### config.mk
export PLATFORM = sky130hd
export DESIGN_NAME = xbar_isched
export DESIGN_NICKNAME = d
export VERILOG_FILES = /design/src/rtl/xbar_isched_pkg.sv /design/src/rtl/xbar_rr_pick.sv /design/src/rtl/xbar_rr_ptr.sv /design/src/rtl/xbar_isched.sv
export SDC_FILE = /design/constraint.sdc
export NUM_CORES = 1
export LEC_CHECK = 0
export BUFFER_PORTS_ARGS = -buffer_cell sky130_fd_sc_hd__buf_4
export CAP_MARGIN = 25
export CORE_MARGIN = 2
export CORE_UTILIZATION = 50
export CTS_BUF_LIST = sky130_fd_sc_hd__clkbuf_16
export DETAILED_ROUTE_END_ITERATION = 10
export PLACE_DENSITY = 0.68
export SLEW_MARGIN = 10
export SYNTH_ARGS = -nofsm -noshare
export SYNTH_HDL_FRONTEND = slang
export SYNTH_SLANG_ARGS = --single-unit
export TNS_END_PERCENT = 100
### constraint.sdc
create_clock -name clk -period 9.9 [get_ports clk]
set_input_delay 1.485 -clock clk [delete_from_list [all_inputs] [get_ports clk]]
set_output_delay 1.485 -clock clk [all_outputs]
set_load 0.02 [all_outputs]
### src/rtl/xbar_isched_pkg.sv
package xbar_isched_pkg;
  typedef enum logic [0:0] {
    PH_IDLE = 1'b0,
    PH_RUN  = 1'b1
  } sched_phase_t;
endpackage

### src/rtl/xbar_rr_pick.sv
// Round-robin selector: first set bit at or after ptr, cyclic.
module xbar_rr_pick #(
  parameter int N = 4,
  parameter int W = (N > 1) ? $clog2(N) : 1
) (
  input  logic [N-1:0] req,
  input  logic [W-1:0] ptr,
  output logic [N-1:0] pick
);
  always_comb begin
    logic found;
    found = 1'b0;
    pick  = '0;
    for (int k = 0; k < N; k++) begin
      int idx;
      idx = int'(ptr) + k;
      if (idx >= N) idx = idx - N;
      if (req[idx] && !found) begin
        pick[idx] = 1'b1;
        found     = 1'b1;
      end
    end
  end
endmodule

### src/rtl/xbar_rr_ptr.sv
// Round-robin pointer register with explicit update enable.
module xbar_rr_ptr #(
  parameter int N = 4,
  parameter int W = (N > 1) ? $clog2(N) : 1
) (
  input  logic         clk,
  input  logic         rst_n,
  input  logic         upd,
  input  logic [W-1:0] nxt,
  output logic [W-1:0] ptr
);
  logic [W-1:0] ptr_d;

  always_comb begin
    ptr_d = ptr;
    if (upd) ptr_d = nxt;
  end

  always_ff @(posedge clk or negedge rst_n) begin
    if (!rst_n) ptr <= '0;
    else        ptr <= ptr_d;
  end

  // pointer moves only when its update enable is set
  assert_ptr_hold_R6: assert property (@(posedge clk) disable iff (!rst_n)
    !upd |=> $stable(ptr));
  // pointer always names a valid port
  assert_ptr_range_R6: assert property (@(posedge clk) disable iff (!rst_n)
    int'(ptr) < N);
endmodule

### src/rtl/xbar_isched.sv
module xbar_isched
  import xbar_isched_pkg::*;
#(
  parameter int N     = 4,
  parameter int ITERS = (N > 1) ? $clog2(N) : 1
) (
  input  logic           clk,
  input  logic           rst_n,
  input  logic           slot_start,
  input  logic [N*N-1:0] req_mtx,
  output logic           cfg_valid,
  output logic [N*N-1:0] cfg_mtx
);
  localparam int W  = (N > 1) ? $clog2(N) : 1;
  localparam int CW = (ITERS > 1) ? $clog2(ITERS) : 1;
  localparam int NN = N * N;

  sched_phase_t   phase_q, phase_d;
  logic [CW-1:0]  iter_q, iter_d;
  logic [NN-1:0]  req_q;
  logic [NN-1:0]  work_q, work_d;
  logic [N-1:0]   in_m_q, in_m_d, out_m_q, out_m_d;
  logic [NN-1:0]  cfg_d;
  logic           cfg_valid_d;
  logic           cap_en, run, last_iter, first_iter, cfg_en;

  logic [N-1:0]   elig [N];   // per output: eligible inputs
  logic [N-1:0]   gnt  [N];   // per output: granted input
  logic [N-1:0]   gin  [N];   // per input: grants received
  logic [N-1:0]   acc  [N];   // per input: accepted output
  logic [NN-1:0]  acc_flat;
  logic [W-1:0]   gptr [N], aptr [N];
  logic [W-1:0]   g_nxt [N], a_nxt [N];
  logic [N-1:0]   g_hit, a_hit;

  assign run        = (phase_q == PH_RUN);
  assign cap_en     = (phase_q == PH_IDLE) && slot_start;
  assign last_iter  = run && (iter_q == CW'(ITERS - 1));
  assign first_iter = run && (iter_q == '0);
  assign cfg_en     = last_iter;

  // request / grant matrices seen from both sides
  always_comb begin
    for (int j = 0; j < N; j++)
      for (int i = 0; i < N; i++) begin
        elig[j][i]       = req_q[i*N+j] & ~in_m_q[i] & ~out_m_q[j];
        gin[i][j]        = gnt[j][i];
        acc_flat[i*N+j]  = acc[i][j];
      end
  end

  genvar gj;
  generate
    for (gj = 0; gj < N; gj++) begin : g_port
      xbar_rr_pick #(.N(N), .W(W)) u_grant (
        .req(elig[gj]), .ptr(gptr[gj]), .pick(gnt[gj]));
      xbar_rr_pick #(.N(N), .W(W)) u_accept (
        .req(gin[gj]), .ptr(aptr[gj]), .pick(acc[gj]));
      xbar_rr_ptr #(.N(N), .W(W)) u_gptr (
        .clk(clk), .rst_n(rst_n), .upd(first_iter && g_hit[gj]),
        .nxt(g_nxt[gj]), .ptr(gptr[gj]));
      xbar_rr_ptr #(.N(N), .W(W)) u_aptr (
        .clk(clk), .rst_n(rst_n), .upd(first_iter && a_hit[gj]),
        .nxt(a_nxt[gj]), .ptr(aptr[gj]));
    end
  endgenerate

  // pointer targets: one past the accepted partner
  always_comb begin
    for (int p = 0; p < N; p++) begin
      g_hit[p] = 1'b0;
      a_hit[p] = 1'b0;
      g_nxt[p] = '0;
      a_nxt[p] = '0;
    end
    for (int i = 0; i < N; i++)
      for (int j = 0; j < N; j++)
        if (acc[i][j]) begin
          g_hit[j] = 1'b1;
          g_nxt[j] = (i == N - 1) ? '0 : W'(i + 1);
          a_hit[i] = 1'b1;
          a_nxt[i] = (j == N - 1) ? '0 : W'(j + 1);
        end
  end

  // next-state
  always_comb begin
    phase_d     = phase_q;
    iter_d      = iter_q;
    work_d      = work_q;
    in_m_d      = in_m_q;
    out_m_d     = out_m_q;
    cfg_d       = work_q | acc_flat;
    cfg_valid_d = 1'b0;
    if (cap_en) begin
      phase_d = PH_RUN;
      iter_d  = '0;
      work_d  = '0;
      in_m_d  = '0;
      out_m_d = '0;
    end else if (run) begin
      work_d = work_q | acc_flat;
      for (int i = 0; i < N; i++)
        for (int j = 0; j < N; j++)
          if (acc[i][j]) begin
            in_m_d[i]  = 1'b1;
            out_m_d[j] = 1'b1;
          end
      if (last_iter) begin
        phase_d     = PH_IDLE;
        cfg_valid_d = 1'b1;
      end else begin
        iter_d = iter_q + 1'b1;
      end
    end
  end

  // registers
  always_ff @(posedge clk or negedge rst_n) begin
    if (!rst_n) begin
      phase_q   <= PH_IDLE;
      iter_q    <= '0;
      work_q    <= '0;
      in_m_q    <= '0;
      out_m_q   <= '0;
      cfg_valid <= 1'b0;
    end else begin
      phase_q   <= phase_d;
      iter_q    <= iter_d;
      work_q    <= work_d;
      in_m_q    <= in_m_d;
      out_m_q   <= out_m_d;
      cfg_valid <= cfg_valid_d;
    end
  end

  always_ff @(posedge clk or negedge rst_n) begin
    if (!rst_n)      req_q <= '0;
    else if (cap_en) req_q <= req_mtx;
  end

  always_ff @(posedge clk or negedge rst_n) begin
    if (!rst_n)      cfg_mtx <= '0;
    else if (cfg_en) cfg_mtx <= cfg_d;
  end

  // rows and columns of the result carry at most one connection
  genvar ga;
  generate
    for (ga = 0; ga < N; ga++) begin : g_chk
      logic [N-1:0] row_v, col_v;
      always_comb
        for (int k = 0; k < N; k++) begin
          row_v[k] = cfg_mtx[ga*N+k];
          col_v[k] = cfg_mtx[k*N+ga];
        end
      assert_row_onehot_R3: assert property (@(posedge clk) disable iff (!rst_n)
        cfg_valid |-> $onehot0(row_v));
      assert_col_onehot_R3: assert property (@(posedge clk) disable iff (!rst_n)
        cfg_valid |-> $onehot0(col_v));
    end
  endgenerate

  // every connection was requested
  assert_only_requested_R2: assert property (@(posedge clk) disable iff (!rst_n)
    cfg_valid |-> ((cfg_mtx & ~req_q) == '0));
  // strobe lasts one cycle
  assert_strobe_single_R8: assert property (@(posedge clk) disable iff (!rst_n)
    cfg_valid |=> !cfg_valid);
  // sampled requests frozen while rounds run
  assert_busy_ignore_R9: assert property (@(posedge clk) disable iff (!rst_n)
    run |=> $stable(req_q));
  // paired inputs stay paired until the timeslot ends
  assert_pairs_kept_R7: assert property (@(posedge clk) disable iff (!rst_n)
    (run && !last_iter) |=> ((in_m_q & $past(in_m_q)) == $past(in_m_q)));
endmodule

# Word-level counts from Yosys, hierarchy flattened
# Cells that the tools add are included.
[word_totals]
ff_bits = 75
in_bits = 19
out_inout_bits = 17
word_cells = 708
[classes]
n_addsub = 57
magnitude_cmp = 96
eq_ne = 1
mux = 356
bitwise_logic = 67
reduce_logical = 109
[op_table]
columns = ["op", "count"]
rows = [
  ["32-bit by 1-bit greater-or-equal comparator with 1-bit output, second input constant", 32],
  ["32-bit by 4-bit < comparator with 1-bit output, second input constant", 32],
  ["32-bit two-way mux", 32],
  ["32-bit by 4-bit greater-or-equal comparator with 1-bit output, second input constant", 24],
  ["32-bit by 4-bit subtractor with 32-bit output, second input constant", 24],
  ["1-bit two-way mux", 198],
  ["4-bit two-way mux", 36],
  ["4-bit OR", 24],
  ["1-bit logical AND", 67],
  ["1-bit binary-select mux with 2-bit select", 32],
  ["1-bit demux with 2-bit select", 32],
  ["2-bit by 2-bit adder with 3-bit output, second input constant", 16],
  ["2-bit two-way mux", 24],
  ["5-bit nonzero test", 8],
  ["1-bit AND", 32],
  ["16-bit two-way mux", 2],
  ["2-bit by 3-bit subtractor with 4-bit output, second input constant", 8],
  ["2-bit by 1-bit adder with 3-bit output, second input constant", 8],
  ["2-bit by 3-bit greater-or-equal comparator with 1-bit output, second input constant", 8],
  ["1-bit logical NOT", 24],
  ["2-bit AND reduction", 9],
  ["16-bit OR", 1],
  ["1-bit NOT", 10],
  ["2-bit inequality test, second input constant", 1],
  ["other kinds (2)", 2],
]

# Logic depth before layout (Yosys ltp)
[logic_depth]
ltp_word = 35
depth_mapped = 15
depth_no_buf = 13

# Hierarchy
# A second synthesis with hierarchy kept.
[hier_totals]
cells_unflattened = 543
area_unflattened_um2 = 5920.7
[modules_own_cells]
columns = ["module", "instances", "cells_per_inst", "area_per_inst_um2", "seq_area_each_um2"]
rows = [
  ["xbar_isched", 1, 255, 2717.6, 1476.4],
  ["xbar_rr_pick", 8, 32, 327.8, 0.0],
  ["xbar_rr_ptr", 8, 4, 72.6, 50.0],
]

# Worst setup path after synthesis
# OpenSTA, ideal clock, no wires.
[synth_timing]
kind = "register -> register"
startpoint = "register g_port[0].u_gptr.ptr[0]"
endpoint = "register out_m_q[2]"
setup_time_ns = 0.128
arrival_ns = 3.971
required_ns = 9.772
slack_ns = 5.801
stages_incl_launch_ff = 15
n_path_buf = 1
period_less_slack_ns = 4.099
cell_sequence = "dfrtp_1 buf_2 inv_1 ha_1 and4b_1 or4_1 nor3_1 o21ai_0 and4_1 mux4_2 o31a_1 a221o_1 a21o_1 nor4bb_1 a21oi_1"
[synth_between]
elab_chain_cells = 33
elab_cells_between_ends = 182
classes_between = "add/sub (7); order compare (12); mux (112); bitwise (15); reduce/logical (36)"
[synth_rtl]
columns = ["item", "line", "text"]
rows = [
  ["from (decl)", "xbar_rr_ptr.sv:10", "output logic [W-1:0] ptr"],
  ["from (signal assigned)", "xbar_rr_ptr.sv:21", "else ptr <= ptr_d;"],
  ["parallel branches: the longest is 14 deep, another holds 32-bit by 4-bit subtractor with 32-bit output", "-", ""],
  ["4-bit two-way mux (*)", "xbar_rr_pick.sv:18", "if (req[idx] && !found) begin"],
  ["1-bit binary-select mux with 2-bit select", "xbar_rr_pick.sv:18", ""],
  ["1-bit two-way mux (implied by the code) (2 in a row)", "xbar_rr_pick.sv:18", ""],
  ["1-bit two-way mux", "xbar_rr_pick.sv:18", ""],
  ["1-bit logical NOT", "xbar_rr_pick.sv:18", ""],
  ["1-bit logical AND", "xbar_rr_pick.sv:18", ""],
  ["1-bit two-way mux", "xbar_rr_pick.sv:18", ""],
  ["1-bit logical NOT", "xbar_rr_pick.sv:18", ""],
  ["1-bit logical AND", "xbar_rr_pick.sv:18", ""],
  ["1-bit two-way mux", "xbar_rr_pick.sv:18", ""],
  ["1-bit logical NOT", "xbar_rr_pick.sv:18", ""],
  ["1-bit logical AND", "xbar_rr_pick.sv:18", ""],
  ["4-bit two-way mux", "xbar_rr_pick.sv:18", ""],
  ["1-bit two-way mux (3 in a row)", "xbar_isched.sv:105", "if (acc[i][j]) begin"],
  ["4-bit two-way mux", "xbar_isched.sv:101", "end else if (run) begin"],
  ["4-bit two-way mux", "xbar_isched.sv:95", "if (cap_en) begin"],
  ["to (signal assigned)", "xbar_isched.sv:132", "out_m_q <= out_m_d;"],
  ["to (decl)", "xbar_isched.sv:22", "logic [N-1:0] in_m_q, in_m_d, out_m_q, out_m_d;"],
]
# Mark *: on every way between the ends. The select of a mux whose other input is x is not followed.
# A chain may end at the register's enable or synchronous reset.

# Final worst setup path
# Same ends and word-level chain as after synthesis.

==> summary.md <==
| Metric | Value |
|---|---|
| Antenna cells | 0 |
| I/O Buffers | 35 |
| Gr usage total | 26.4% |
| Routed via count | between 6000 and 7000 |
| WL met3 | ~1100 µm |
| DRT Wirelength | around 18000 µm |
| Vias in the first global route | 5821 |
| # setup viols final | 0 |
| Final Wtd Congestion | about 0.95 |
| Pre-CTS setup slack | 5210 ps |
| Initial DRC Count | 558 |
| EDFF count, synth | 0 |
| Wire length on met1 | a little over 8000 µm |
| Seq/Total Area, Yosys | 28.4% |
| Post-Syn Area | about 6600 µm² |
| First-pass GRT wire length | between 20000 and 30000 µm |
| Vias/cell | between 6 and 7 |
| Post-CTS Hold Buffers | 0 |
| Netlist cell types | 90 |
| DP HPWL | 13700 µm |
| Final slew viol count | 0 |
| Crit. Startpoint | g_port[0].u_gptr.ptr[0] |
| CP max FO | 18 |
| Setup WS post-layout | roughly 5100 ps |
| Asr flop ratio synth | between 90% and 100% |
| Post-synth top area cell | dfrtp_1 |
| Clk_lat worst skew | roughly 350 ps |
| Final period util | between 40% and 50% |
| Critical Path AT | 5010 ps |
| Max cap viols | 0 |
| Commonest cells in the netlist | 75 x dfrtp_1, 61 x nand2_1, 54 x ha_1 |
| FILL cells | approximately 1100 |
| Hold Path Stages | 2 |
| Post-CTS setup buffer count | 0 |
| Die area | approximately 14000 µm² |
| Synth area leaders | dfrtp_1 28%, ha_1 10%, mux4_2 4.4%, mux2_2 3.8%, nand2_1 3.5% |
| DR WL met2 | around 8500 µm |
| # IOs | 36 |
| F_max | approximately 210 MHz |
| Core Rows | 41 |
| CTS sink count | 75 |
| Clk root buf | clkbuf_16 |
| Worst-case reg-to-reg path depth | 13 |
| Run status | complete, no violations |
| Kind of critical path | flop to flop |
| Core area | between 10000 and 15000 µm² |
| Wire per inst | about 19 µm |
| Fin crit period | between 4000 and 5000 ps |
| Multi-input logic area | approximately 4500 µm² |
| CTS tree | built |
| Num CTS Buffers | 9 |
| Die width | 119 µm |
| Grt ovf | 0 |
| Cts repair resizes | 0 |
| Initial Utilization | between 50% and 60% |
| Htree depth | 3 |
| Sequential Area | approximately 1900 µm² |
| Post-Syn Nets | around 800 |
| Layout overhead on the synthesized area | 10.6% |
| Hold Path End | cfg_mtx[11] |
| Antenna violations before repair | 0 |
| Measured slew at the worst slew-check pin | about 950 ps |
| Hold crit path type | flop to flop |
| Synth Instances | ~730 |
| RSZ-0062 raised after global routing | no |
| Final Hold Viols | 0 |
| Largest net degree at the start of global routing | 76 |
| Clk_skew | 8.10 ps |
| Flop-to-flop setup slack | 5120 ps |
| Post-DRT Antenna Nets | 0 |
| Setup crit end kind | flop |
| DRC | 0 |
| Area share of the largest cell type after synthesis | 28.4% |
| Post-synth top flop | dfrtp_1 |
| Critical hold path startpoint | cfg_mtx[11] |
| Top-count cell post-synth | dfrtp_1 |
| #FFs+latches synth | 75 |
| Setup tns final | 0 ps |
| Die H | 119 µm |
| WP data required | ~10000 ps |
| Clock tree buffer depth | 2 |
| Mean Syn Cell Area | between 9 and 10 µm² |
| Synthesis Warnings | 0 |
| TritonRoute pass-1 iters | 5 |
| Max_slew headroom | 36.6% |
| Share of post-route cells with drive strength above 1 | between 10% and 20% |
| R2r endpoint | out_m_q[2] |
| Worst-path clk slew | 70 ps |
| Layout Nets | between 800 and 900 |
| Top Metal Used | met4 |
| Setup crit start kind | flop |
| FF-to-FF Start | g_port[0].u_gptr.ptr[0] |
-- layer usage --
metal  GRT usage [%]  vias up
met1            34.9     2940
met2            43.5      203
met5               0        -
met4            9.15        0
li1                -     2845
met3            4.65       26
-- state kept, by name (all words and copies together) (netlist names) --
register / flops
cfg_mtx: 16
cfg_valid: 1
out_m_q: 4
work_q: 16
req_q: 16
in_m_q: 4
g_port.u_aptr.ptr: 8
phase_q: 1
iter_q: 1
g_port.u_gptr.ptr: 8
-- placed cells by master, fill, tap and decap left out, types with 5 or more instances in the layout --
cell type / instances
dfrtp_1: 75
nand2_1: 61
ha_1: 54
nor2_1: 53
buf_4: 37
a21oi_1: 34
inv_1: 31
o21ai_0: 31
nand3_1: 28
nor3_1: 25
mux2_2: 22
nand2b_1: 19
nor2b_1: 19
nor4_1: 14
mux4_2: 13
a22o_1: 13
or3_1: 13
mux2i_1: 11
nor3b_1: 10
and3_1: 10
nand4_1: 10
a221o_1: 10
o31ai_1: 9
clkbuf_16: 9
a211oi_1: 7
a21o_1: 7
and2_1: 6
a221oi_1: 6
o21ai_1: 6
and2b_1: 5
o211ai_1: 5
-- critical path, stage by stage, from the launching register on --
cell	delay, ps
dfrtp_1	670
inv_1	210
ha_1	430
and4b_1	250
or4_1	600
nor3_1	250
nor2_1	150
o211ai_1	430
nor2_1	80
o32a_1	250
a21boi_2	220
a221oi_2	640
nor4bb_1	380
a21oi_1	100
-- cell families after synthesis --
family | after synthesis | share of synthesized area [%]
mux | 47 | 10.2
compound gates | 194 | 21.8
fa+ha+maj | 54 | 10.2
flops | 75 | 28.4
buf+inv | 58 | 3.90
simple gates | 306 | 25.4
-- stage by stage --
| stage | hold WS [ps] | util, % | cell area (µm²) | instances |
|---|---|---|---|---|
| finish | 476 | 57.2 | 7310 | 936 |
| global route | 496 | 57.2 | 7310 | 936 |
| CTS | 482 | 57.0 | 7280 | 935 |
| detailed placement | 467 | 54.6 | 6970 | 919 |
| global placement | 456 | 54.6 | 6970 | 919 |
| floorplan | 451 | - | 6610 | 734 |
-- area by class of cell --
cell class | instances | area share [%]
multi-input cells | 601 | 61.2
flip-flops and latches | 75 | 25.7
repair buffers | 38 | 4.18
clock buffers | 9 | 3.08
well taps | 172 | 2.95
inverters | 34 | 1.76
clock inverters | 7 | 1.15
-- worst max-delay path by stage --
stage                 endpoint  cells past startpoint
floorplan           out_m_q[2]                     14
global placement    out_m_q[2]                     13
detailed placement  out_m_q[2]                     13
CTS                 out_m_q[2]                     13
global route        out_m_q[2]                     13
finish              out_m_q[2]                     13
Power is not shown: default switching activity piles up to over one toggle a cycle in this logic, so the estimate is an artifact.
